$ cat src/rtl/seg_xlate_pkg.sv
package seg_xlate_pkg;

  localparam int SEL_W       = 16;
  localparam int ADDR_W      = 32;
  localparam int REAL_W      = 20;
  localparam int LIM_W       = 20;
  localparam int PAGE_SH     = 12;
  localparam int SEG_SH      = 4;
  localparam int TI_BIT      = 2;
  localparam int IDX_LSB     = 3;
  localparam int GRAN_BIT    = 23;
  localparam int DESC_HI_OFS = 4;

  typedef struct packed {
    logic [SEL_W-1:0]  sel;
    logic [ADDR_W-1:0] base;
    logic [LIM_W-1:0]  limit;
    logic              gran;
  } seg_entry_t;

  // selector index scaled by the 8-byte descriptor size
  function automatic logic [ADDR_W-1:0] desc_addr(input logic [ADDR_W-1:0] tbase,
                                                  input logic [SEL_W-1:0] sel);
    logic [SEL_W-1:0] scaled;
    scaled = {sel[SEL_W-1:IDX_LSB], {IDX_LSB{1'b0}}};
    return tbase + ADDR_W'(scaled);
  endfunction

  function automatic logic [ADDR_W-1:0] real_linear(input logic [SEL_W-1:0] seg,
                                                    input logic [SEL_W-1:0] off);
    logic [REAL_W-1:0] sum;
    sum = {seg, {SEG_SH{1'b0}}} + REAL_W'(off);
    return ADDR_W'(sum);
  endfunction

  function automatic logic [ADDR_W-1:0] eff_limit(input logic [LIM_W-1:0] lim,
                                                  input logic gran);
    return gran ? {lim, {PAGE_SH{1'b1}}} : ADDR_W'(lim);
  endfunction

  function automatic seg_entry_t decode_desc(input logic [SEL_W-1:0]  sel,
                                             input logic [ADDR_W-1:0] lo_word,
                                             input logic [LIM_W-1:0]  lim,
                                             input logic              gran);
    seg_entry_t e;
    e.sel   = sel;
    e.base  = lo_word;
    e.limit = lim;
    e.gran  = gran;
    return e;
  endfunction

endpackage

$ cat src/rtl/seg_desc_fetch.sv
module seg_desc_fetch
  import seg_xlate_pkg::*;
#(
  parameter int IW = 3
) (
  input  logic              clk,
  input  logic              rst_n,
  input  logic              start,
  input  logic [IW-1:0]     start_seg,
  input  logic [SEL_W-1:0]  start_sel,
  input  logic [ADDR_W-1:0] gdt_base,
  input  logic [ADDR_W-1:0] ldt_base,
  input  logic              mem_rvalid,
  input  logic [ADDR_W-1:0] mem_rdata,
  output logic              busy,
  output logic              mem_req,
  output logic [ADDR_W-1:0] mem_addr,
  output logic              wr_en,
  output logic [IW-1:0]     wr_seg,
  output seg_entry_t        wr_entry
);

  typedef enum logic [2:0] {
    F_IDLE, F_REQ_LO, F_WAIT_LO, F_REQ_HI, F_WAIT_HI
  } fstate_t;

  fstate_t           state;
  logic [ADDR_W-1:0] tbl_addr;
  logic [IW-1:0]     p_seg;
  logic [SEL_W-1:0]  p_sel;
  logic [ADDR_W-1:0] lo_word;
  logic [ADDR_W-1:0] sel_tbase;
  logic              lo_capture;
  logic              unused_hi_bits;

  assign sel_tbase  = start_sel[TI_BIT] ? ldt_base : gdt_base;
  assign lo_capture = (state == F_WAIT_LO) && mem_rvalid;

  always_ff @(posedge clk or negedge rst_n) begin
    if (!rst_n) begin
      state    <= F_IDLE;
      tbl_addr <= '0;
      p_seg    <= '0;
      p_sel    <= '0;
      lo_word  <= '0;
    end else begin
      case (state)
        F_IDLE: begin
          if (start) begin
            tbl_addr <= desc_addr(sel_tbase, start_sel);
            p_seg    <= start_seg;
            p_sel    <= start_sel;
            state    <= F_REQ_LO;
          end
        end
        F_REQ_LO:  state <= F_WAIT_LO;
        F_WAIT_LO: begin
          if (mem_rvalid) begin
            lo_word <= mem_rdata;
            state   <= F_REQ_HI;
          end
        end
        F_REQ_HI:  state <= F_WAIT_HI;
        F_WAIT_HI: if (mem_rvalid) state <= F_IDLE;
        default:   state <= F_IDLE;
      endcase
    end
  end

  assign busy     = (state != F_IDLE);
  assign mem_req  = (state == F_REQ_LO) || (state == F_REQ_HI);
  assign mem_addr = tbl_addr + ((state == F_REQ_HI) ? ADDR_W'(DESC_HI_OFS) : '0);
  assign wr_en    = (state == F_WAIT_HI) && mem_rvalid;
  assign wr_seg   = p_seg;
  assign wr_entry = decode_desc(p_sel, lo_word, mem_rdata[LIM_W-1:0], mem_rdata[GRAN_BIT]);
  assign unused_hi_bits = ^{mem_rdata[ADDR_W-1:GRAN_BIT+1], mem_rdata[GRAN_BIT-1:LIM_W]};

  // every read request lies inside a busy window
  assert_req_in_busy_R4: assert property (@(posedge clk) disable iff (!rst_n)
    mem_req |-> busy);
  // requests are single-cycle pulses
  assert_req_pulse_R4: assert property (@(posedge clk) disable iff (!rst_n)
    mem_req |=> !mem_req);
  // the low word is taken before the second request appears
  assert_lo_then_req_R4: assert property (@(posedge clk) disable iff (!rst_n)
    lo_capture |=> mem_req);
  // taking the second word ends the busy window
  assert_done_idle_R5: assert property (@(posedge clk) disable iff (!rst_n)
    wr_en |=> !busy);
  // a new start is only seen while idle
  assert_start_idle_R5: assert property (@(posedge clk) disable iff (!rst_n)
    start |-> !busy);

endmodule

$ cat src/rtl/seg_reg_bank.sv
module seg_reg_bank
  import seg_xlate_pkg::*;
#(
  parameter int NUM_SEG = 6,
  parameter int IW      = 3
) (
  input  logic             clk,
  input  logic             rst_n,
  input  logic             desc_we,
  input  logic [IW-1:0]    desc_seg,
  input  seg_entry_t       desc_entry,
  input  logic             real_we,
  input  logic [IW-1:0]    real_seg,
  input  logic [SEL_W-1:0] real_sel,
  input  logic [IW-1:0]    rd_seg,
  output logic             rd_hit,
  output seg_entry_t       rd_entry
);

  localparam logic [IW:0] SEG_LIM = (IW+1)'(NUM_SEG);

  seg_entry_t slot [NUM_SEG];

  for (genvar g = 0; g < NUM_SEG; g++) begin : g_slot
    always_ff @(posedge clk or negedge rst_n) begin
      if (!rst_n) begin
        slot[g] <= '0;
      end else if (desc_we && (desc_seg == IW'(g))) begin
        slot[g] <= desc_entry;
      end else if (real_we && (real_seg == IW'(g))) begin
        slot[g].sel <= real_sel;
      end
    end
  end

  always_comb begin
    rd_hit   = ({1'b0, rd_seg} < SEG_LIM);
    rd_entry = '0;
    for (int i = 0; i < NUM_SEG; i++) begin
      if (rd_seg == IW'(i)) rd_entry = slot[i];
    end
  end

  // the two write paths never collide because real loads need an idle unit
  assert_one_writer_R5: assert property (@(posedge clk) disable iff (!rst_n)
    !(desc_we && real_we));

endmodule

$ cat src/rtl/seg_xlate_core.sv
module seg_xlate_core
  import seg_xlate_pkg::*;
(
  input  logic              clk,
  input  logic              rst_n,
  input  logic              req,
  input  logic              prot,
  input  logic              hit,
  input  seg_entry_t        entry,
  input  logic [ADDR_W-1:0] off,
  output logic              lin_valid,
  output logic [ADDR_W-1:0] lin_addr,
  output logic              lim_fault
);

  logic [ADDR_W-1:0] lim_eff;
  logic              over_limit;
  logic [ADDR_W-1:0] prot_sum;
  logic [ADDR_W-1:0] real_sum;
  logic              fault_now;

  assign lim_eff    = eff_limit(entry.limit, entry.gran);
  assign over_limit = off > lim_eff;
  assign prot_sum   = entry.base + off;
  assign real_sum   = real_linear(entry.sel, off[SEL_W-1:0]);
  assign fault_now  = !hit || (prot && over_limit);

  always_ff @(posedge clk or negedge rst_n) begin
    if (!rst_n) begin
      lin_valid <= 1'b0;
      lim_fault <= 1'b0;
      lin_addr  <= '0;
    end else begin
      lin_valid <= req && !fault_now;
      lim_fault <= req && fault_now;
      if (req && !fault_now) lin_addr <= prot ? prot_sum : real_sum;
    end
  end

  // result and fault are exclusive
  assert_excl_out_R8: assert property (@(posedge clk) disable iff (!rst_n)
    !(lin_valid && lim_fault));
  // an offset past the effective limit faults
  assert_over_faults_R8: assert property (@(posedge clk) disable iff (!rst_n)
    (req && prot && hit && over_limit) |=> (lim_fault && !lin_valid));
  // real-mode results fit in 20 bits and never fault
  assert_real_narrow_R2: assert property (@(posedge clk) disable iff (!rst_n)
    (req && !prot && hit) |=> (lin_valid && (lin_addr[ADDR_W-1:REAL_W] == '0)));
  // a slot index past the last slot faults
  assert_bad_slot_R9: assert property (@(posedge clk) disable iff (!rst_n)
    (req && !hit) |=> lim_fault);

endmodule

$ cat src/rtl/seg_xlate_unit.sv
module seg_xlate_unit
  import seg_xlate_pkg::*;
#(
  parameter int NUM_SEG = 6,
  parameter int IW      = 3
) (
  input  logic        clk,
  input  logic        rst_n,
  input  logic        prot_mode,
  input  logic [31:0] gdt_base,
  input  logic [31:0] ldt_base,
  input  logic        ld_valid,
  input  logic [2:0]  ld_seg,
  input  logic [15:0] ld_sel,
  input  logic        xl_valid,
  input  logic [2:0]  xl_seg,
  input  logic [31:0] xl_off,
  output logic        mem_req,
  output logic [31:0] mem_addr,
  input  logic        mem_rvalid,
  input  logic [31:0] mem_rdata,
  output logic        busy,
  output logic        lin_valid,
  output logic [31:0] lin_addr,
  output logic        lim_fault
);

  localparam logic [IW:0] SEG_LIM = (IW+1)'(NUM_SEG);

  logic       ld_in_range;
  logic       ld_accept;
  logic       fetch_start;
  logic       real_load;
  logic       xl_accept;
  logic       desc_we;
  logic [IW-1:0] desc_seg;
  seg_entry_t desc_entry;
  logic       rd_hit;
  seg_entry_t rd_entry;

  assign ld_in_range = ({1'b0, ld_seg} < SEG_LIM);
  assign ld_accept   = ld_valid && !busy && ld_in_range;
  assign fetch_start = ld_accept && prot_mode;
  assign real_load   = ld_accept && !prot_mode;
  assign xl_accept   = xl_valid && !busy;

  seg_desc_fetch #(.IW(IW)) u_fetch (
    .clk        (clk),
    .rst_n      (rst_n),
    .start      (fetch_start),
    .start_seg  (ld_seg),
    .start_sel  (ld_sel),
    .gdt_base   (gdt_base),
    .ldt_base   (ldt_base),
    .mem_rvalid (mem_rvalid),
    .mem_rdata  (mem_rdata),
    .busy       (busy),
    .mem_req    (mem_req),
    .mem_addr   (mem_addr),
    .wr_en      (desc_we),
    .wr_seg     (desc_seg),
    .wr_entry   (desc_entry)
  );

  seg_reg_bank #(.NUM_SEG(NUM_SEG), .IW(IW)) u_bank (
    .clk        (clk),
    .rst_n      (rst_n),
    .desc_we    (desc_we),
    .desc_seg   (desc_seg),
    .desc_entry (desc_entry),
    .real_we    (real_load),
    .real_seg   (ld_seg),
    .real_sel   (ld_sel),
    .rd_seg     (xl_seg),
    .rd_hit     (rd_hit),
    .rd_entry   (rd_entry)
  );

  seg_xlate_core u_core (
    .clk       (clk),
    .rst_n     (rst_n),
    .req       (xl_accept),
    .prot      (prot_mode),
    .hit       (rd_hit),
    .entry     (rd_entry),
    .off       (xl_off),
    .lin_valid (lin_valid),
    .lin_addr  (lin_addr),
    .lim_fault (lim_fault)
  );

  // requests seen while busy produce nothing
  assert_blocked_R5: assert property (@(posedge clk) disable iff (!rst_n)
    (xl_valid && busy) |=> (!lin_valid && !lim_fault));
  // a real-mode load never starts a fetch
  assert_real_no_fetch_R3: assert property (@(posedge clk) disable iff (!rst_n)
    (ld_valid && !prot_mode && !busy) |=> !busy);
  // an accepted protected load raises busy
  assert_busy_rise_R5: assert property (@(posedge clk) disable iff (!rst_n)
    fetch_start |=> busy);
  // no request, no output
  assert_quiet_R10: assert property (@(posedge clk) disable iff (!rst_n)
    !xl_valid |=> (!lin_valid && !lim_fault));

endmodule

$ cat config.mk
export PLATFORM = sky130hd
export DESIGN_NAME = seg_xlate_unit
export DESIGN_NICKNAME = d
export VERILOG_FILES = /design/src/rtl/seg_xlate_pkg.sv /design/src/rtl/seg_desc_fetch.sv /design/src/rtl/seg_reg_bank.sv /design/src/rtl/seg_xlate_core.sv /design/src/rtl/seg_xlate_unit.sv
export SDC_FILE = /design/constraint.sdc
export NUM_CORES = 2
export LEC_CHECK = 0
export BUFFER_PORTS_ARGS = -buffer_cell sky130_fd_sc_hd__buf_2
export CORE_ASPECT_RATIO = 2
export CORE_MARGIN = 2
export CORE_UTILIZATION = 61
export CTS_CLUSTER_SIZE = 12
export DETAILED_ROUTE_END_ITERATION = 7
export PLACE_DENSITY = 0.78
export SLEW_MARGIN = 20
export SYNTH_ARGS = -nofsm -noshare
export SYNTH_HDL_FRONTEND = slang
export SYNTH_HIERARCHICAL = 1
export SYNTH_SLANG_ARGS = --single-unit
$ cat constraint.sdc
create_clock -name clk -period 4 [get_ports clk]
set_input_delay 0.4 -clock clk [delete_from_list [all_inputs] [get_ports clk]]
set_output_delay 0.4 -clock clk [all_outputs]
set_load 0.02 [all_outputs]
# --- Word-level counts from Yosys, hierarchy flattened ---
# Index checks and enable logic that the tools add are counted.
op_classes:
  add_sub_neg: 4
  n_lt_le_gt_ge: 3
  n_eq_ne: 22
  n_mux: 26
  n_reduce_logical: 41
ops:
  columns: ["cell", "count"]
  rows:
  - ["69-bit two-way mux", 6]
  - ["16-bit two-way mux", 12]
  - ["32-bit two-way mux", 3]
  - ["32-bit adder", 2]
  - ["32-bit by 16-bit adder with 32-bit output", 1]
  - ["32-bit > comparator", 1]
  - ["3-bit by 2-bit == test with 1-bit output (second input constant)", 8]
  - ["3-bit == test (second input constant)", 7]
  - ["1-bit logical AND", 21]
  - ["20-bit by 16-bit adder with 20-bit output", 1]
  - ["3-bit one-hot mux with 5 select lines", 1]
  - ["3-bit by 1-bit == test with 1-bit output (second input constant)", 4]
  - ["3-bit logical NOT", 4]
  - ["3-bit two-way mux", 4]
  - ["2-bit nonzero test", 6]
  - ["3-bit < comparator (second input constant)", 2]
  - ["2-bit inequality test (second input constant)", 3]
  - ["1-bit logical NOT", 4]
  - ["2-bit AND reduction", 2]
  - ["3-bit AND reduction", 1]
  - ["3-bit nonzero test", 1]
  - ["1-bit logical OR", 2]
word_totals:
  regBits: 534
  out_inout_bits: 68
  word_cells: 128

# --- Longest topological paths before layout ---
depth:
  word_depth: 13
  ltp_mapped: 20

# --- Modules after synthesis ---
# Netlist, hierarchy kept.
modules_own_cells:
  columns: ["mod", "n_inst", "cells_per_inst", "area_per_inst_um2"]
  rows:
  - ["seg_reg_bank", 1, 1511, 19254.7]
  - ["seg_desc_fetch", 1, 511, 5332.6]
  - ["seg_xlate_core", 1, 591, 4663.2]
  - ["seg_xlate_unit", 1, 4, 33.8]

# --- Worst setup path before layout ---
# OpenSTA, ideal clock, no wires.
synth_path:
  kind: "input-to-reg"
  from: "in xl_seg[1]"
  to: "reg u_core.lin_addr[30]"
  setup_ns: 0.103
  arrival_time_ns: 3.786
  t_required_ns: 3.897
  path_slack_ns: 0.111
  path_stages: 19
  cell_sequence: "buf_2 nor2b_1 buf_2 buf_2 a22oi_1 o221ai_1 clkbuf_1 buf_1 mux2i_1 ha_1 and3_1 nand3_1 or4_4 o21ai_2 nand3_1 and2_4 buf_6 buf_6 o41ai_2"
synth_rtl:
  columns: ["item", "line", "source"]
  rows:
  - ["start, declared", "seg_xlate_unit.sv:16", "input logic [2:0] xl_seg,"]
  - ["end signal, assigned", "seg_xlate_core.sv:36", "if (req && !fault_now) lin_addr <= prot ? prot_sum : real_sum;"]
  - ["end, declared", "seg_xlate_core.sv:12", "output logic [ADDR_W-1:0] lin_addr,"]

# --- Worst setup path in the final report ---
layout_path:
  from: "reg u_fetch.state[0]"
  to: "out mem_addr[21]"
layout_between:
  elab_chain_len: 3
layout_lines:
  columns: ["item", "line", "source"]
  rows:
  - ["start, declared", "seg_desc_fetch.sv:27", "fstate_t state;"]
  - ["start signal, assigned", "seg_desc_fetch.sv:41", "state <= F_IDLE;"]
  - ["start signal, assigned", "seg_desc_fetch.sv:53", "state <= F_REQ_LO;"]
  - ["start signal, assigned", "seg_desc_fetch.sv:56", "F_REQ_LO: state <= F_WAIT_LO;"]
  - ["3-bit by 2-bit == test with 1-bit output", "seg_desc_fetch.sv:72", "assign mem_addr = tbl_addr + ((state == F_REQ_HI) ? ADDR_W'(DESC_HI_OFS) : '0);"]
  - ["3-bit two-way mux", "seg_desc_fetch.sv:72", null]
  - ["32-bit adder", "seg_desc_fetch.sv:72", null]
  - ["end, declared", "seg_xlate_unit.sv:19", "output logic [31:0] mem_addr,"]
# Every way passes these cells.

==> impl_metrics.json <==
{
  "outcome": "finished, final reports clean",
  "die-area_sq_um": 49900,
  "ys_seq_area_frac": 0.456,
  "hold_path_depth": 2,
  "crit_path_max_incr_delay_ps": 480,
  "path_clk_slew_ps": 60,
  "hp-class": "in2reg",
  "dpl.hpwl_mm": 62.9,
  "required_ps": 3600,
  "final_nets": 3075,
  "power.share.clock": 0.235,
  "cts_sinks": 534,
  "p_int_mw": 12.3,
  "reg2reg_from": "u_bank/slot[244]$_DFFE_PN0N_",
  "netSwitchingPower_mw": 6.67,
  "syn_to_final_growth_pct": 12.6,
  "die_w_um": 159,
  "setup_ws_ps": 76.4,
  "vdd_drop_max_mv": 0.507,
  "powerDensity_nw_per_um2": 576,
  "tightestPinTransition_ps": 927,
  "synth_nets": 2866,
  "max-slew-margin-rel": 0.382,
  "crit_slowest_cell": "nand4_1",
  "place_congestion": 0.999,
  "period_share": 0.981,
  "drt_iter0_markers": 1392,
  "seq_power_share": 0.457,
  "grt_start_max_net_pins": 105,
  "drive_gt1_frac": 0.319,
  "ant_nets": 0,
  "placed_cell_area_sq_um": 31500,
  "viasPerCell": 6.53,
  "cap_viol_max_count": 0,
  "worstSetupEndpointType": "output port",
  "worstSetupPathType": "reg2out",
  "rsz0062_at_grt": "false",
  "synth_area_sq_um": 29300,
  "hold_end": "u_fetch/lo_word[22]$_DFFE_PN0P_",
  "grt_pass1_wl_mm": 135,
  "die_h_um": 314,
  "cpMostUsedCell": "nand4_1",
  "critPathArrivalTime_ps": 3520,
  "synth_enable_flop_cells": 0,
  "wire_per_inst_um": 25.5,
  "rr_worst_depth": 15,
  "critPathLaunchType": "flip-flop",
  "switching_share": 0.351,
  "cts_inserted_buffers": 52,
  "rows": 113,
  "finalWirelength_mm": 88.6,
  "avgSynthCellArea_sq_um": 11.2,
  "cts_tree": "built",
  "first_pass_iters": 6,
  "worstHoldStart": "mem_rdata[22]",
  "antenna_found_initial": 3,
  "synth-seq-cells": 534,
  "period_needed_ps": 3920,
  "grt_pass1_vias": 23837,
  "cts_setup_buffers": 0,
  "drt_drc_violations_left": 0,
  "skew_ps": 21.5,
  "yosysWarnings": 6,
  "coreArea_sq_um": 47500,
  "worst_hold_slack_ps": 29.7,
  "start_util": 0.616,
  "vias": 22690,
  "cts_buffer_depth": 3,
  "reg2reg_to": "u_core/lin_addr[23]$_DFFE_PN0P_",
  "finalSetupTns_ps": 0,
  "finalSetupViolations": 0,
  "port_buffers": 223,
  "rrSetupSlack_ps": 460,
  "post-route-cell-area_sq_um": 33000,
  "cts-root-buf": "clkbuf_16",
  "num-fill-cells": 3523,
  "synth_ff_type": "dfrtp_1",
  "htree_levels": 2,
  "ys_types": 89,
  "gr-total-overflow": 0,
  "crit_chain": "nor2b_1 > and2_1 > ha_2 > nand4_1 > nor2_1 > nand4_1 > nor2b_2 > nand4_1 > xnor2_1 > buf_2",
  "pin_count": 224,
  "path_max_fanout": 6,
  "drv_slew": 0,
  "dpl_worst_slack_ps": -17.1,
  "combPwrFrac": 0.308,
  "max_freq_ghz": 0.255,
  "grt.total_usage": 0.351,
  "p_leak_nw": 15.5,
  "insertion_delay_ps": 600,
  "synthesis.instances": 2617,
  "async_reset_ff_frac": 1.00,
  "hold_viol": 0
}
-- stage by stage --
stage	power, mW	util	std cells
after floorplan	12.2	-	2617
after global placement	14.1	0.663	3402
after detailed placement	14.5	0.663	3402
after CTS	19.0	0.694	3470
after global routing	19.9	0.694	3472
final	19.0	0.694	3473
-- synthesized netlist by cell type, drive strengths merged (26+ instances only) --
| cell type | count | area [sq um] |
|---|---|---|
| a21o | 32 | 241 |
| a21oi | 99 | 495 |
| a22oi | 140 | 1050 |
| and3 | 26 | 163 |
| buf | 126 | 782 |
| clkbuf | 68 | 259 |
| dfrtp | 534 | 13400 |
| ha | 90 | 1130 |
| mux2 | 457 | 5150 |
| mux2i | 122 | 1220 |
| nand2 | 264 | 998 |
| nand3 | 31 | 155 |
| nor2 | 96 | 360 |
| o21ai | 147 | 751 |
| o221ai | 69 | 604 |
| xnor2 | 50 | 438 |
| xor2 | 31 | 272 |
-- state kept, by name, indices dropped and copies added, names as in the netlist --
register / flops
u_core/lin_addr: 32
u_fetch/p_sel: 16
u_core/lim_fault: 1
u_fetch/state: 3
u_fetch/tbl_addr: 32
u_fetch/wr_seg: 3
u_fetch/lo_word: 32
u_bank/slot: 414
u_core/lin_valid: 1
-- how the worst max path moves through the flow --
stage,from,endpoint,slack [ps],depth (start not counted)
6_report,u_fetch/state[0]$_DFFE_PN0P_,mem_addr[21],80,10
4_1_cts,u_fetch/state[0]$_DFFE_PN0P_,mem_addr[21],40,10
3_5_place_dp,xl_seg[1],u_core/lin_addr[23]$_DFFE_PN0P_,-20,18
2_1_floorplan,xl_seg[1],u_core/lin_addr[30]$_DFFE_PN0P_,110,19
3_3_place_gp,xl_seg[1],u_core/lin_addr[23]$_DFFE_PN0P_,20,18
5_1_grt,u_fetch/state[0]$_DFFE_PN0P_,mem_addr[20],10,11
-- what timing repair did --
action                                  CTS  global route
cloned                                    0             0
resized for setup                         3             2
endpoints found under the hold margin    92             0
endpoints found under the setup margin    4             5
pin swaps                                 1             0
hold buffers                              2             0
-- cell families (layout without fill, tap and decap cells) --
| group | after synthesis | in the layout | synth area share |
|---|---|---|---|
| compound gates | 597 | 597 | 0.140 |
| xor+xnor | 81 | 81 | 0.0242 |
| fa+ha+maj | 93 | 93 | 0.0405 |
| buf+inv | 218 | 439 | 0.0388 |
| flops | 534 | 534 | 0.456 |
| mux | 579 | 579 | 0.217 |
| other cells | 0 | 3 | 0 |
| simple gates | 515 | 515 | 0.0822 |
-- power by group through the flow --
stage / clock network [mW] / registers [mW] / logic (mW)
2_1_floorplan: 0 / 8.30 / 3.86
3_3_place_gp: 0 / 8.55 / 5.59
3_5_place_dp: 0 / 8.70 / 5.79
4_1_cts: 4.53 / 8.62 / 5.83
5_1_grt: 4.74 / 8.87 / 6.34
6_report: 4.46 / 8.69 / 5.86
-- final cells by class --
type | instances | area, sq um | area share
multi-input combinational | 1865 | 14900 | 0.451
sequential | 534 | 13400 | 0.405
timing repair buffer | 349 | 2420 | 0.0733
clock buffer | 60 | 1390 | 0.0423
tap | 632 | 791 | 0.0240
inverter | 24 | 97.6 | 0.00296
clock inverter | 6 | 50.0 | 0.00152
antenna | 3 | 7.51 | 0.000228
-- placed cells by master (no fill, tap or decap), types with 50 or more instances in the layout --
| master | count |
|---|---|
| buf_2 | 221 |
| clkbuf_16 | 54 |
| nor2_1 | 96 |
| buf_4 | 98 |
| o21ai_0 | 139 |
| mux2i_1 | 122 |
| ha_1 | 89 |
| dfrtp_1 | 534 |
| nand2_1 | 263 |
| a22oi_1 | 140 |
| mux2_2 | 452 |
| o221ai_1 | 68 |
| a21oi_1 | 99 |
| xnor2_1 | 50 |
-- critical path, delay by kind of cell, from the launching register on --
kind          cells  cell delay (ps)
flops             1              440
buf+inv           1              190
xor+xnor          1              180
fa+ha+maj         1              300
simple gates      7             1780
-- metal layers --
layer,vias to the layer above,wire (um),global-route usage
met5,-,0,0
li1,10008,-,-
met1,11345,30400,0.372
met3,333,4700,0.0445
met2,1004,46600,0.646
met4,0,6900,0.242
Power figures use the tool's default switching activity.
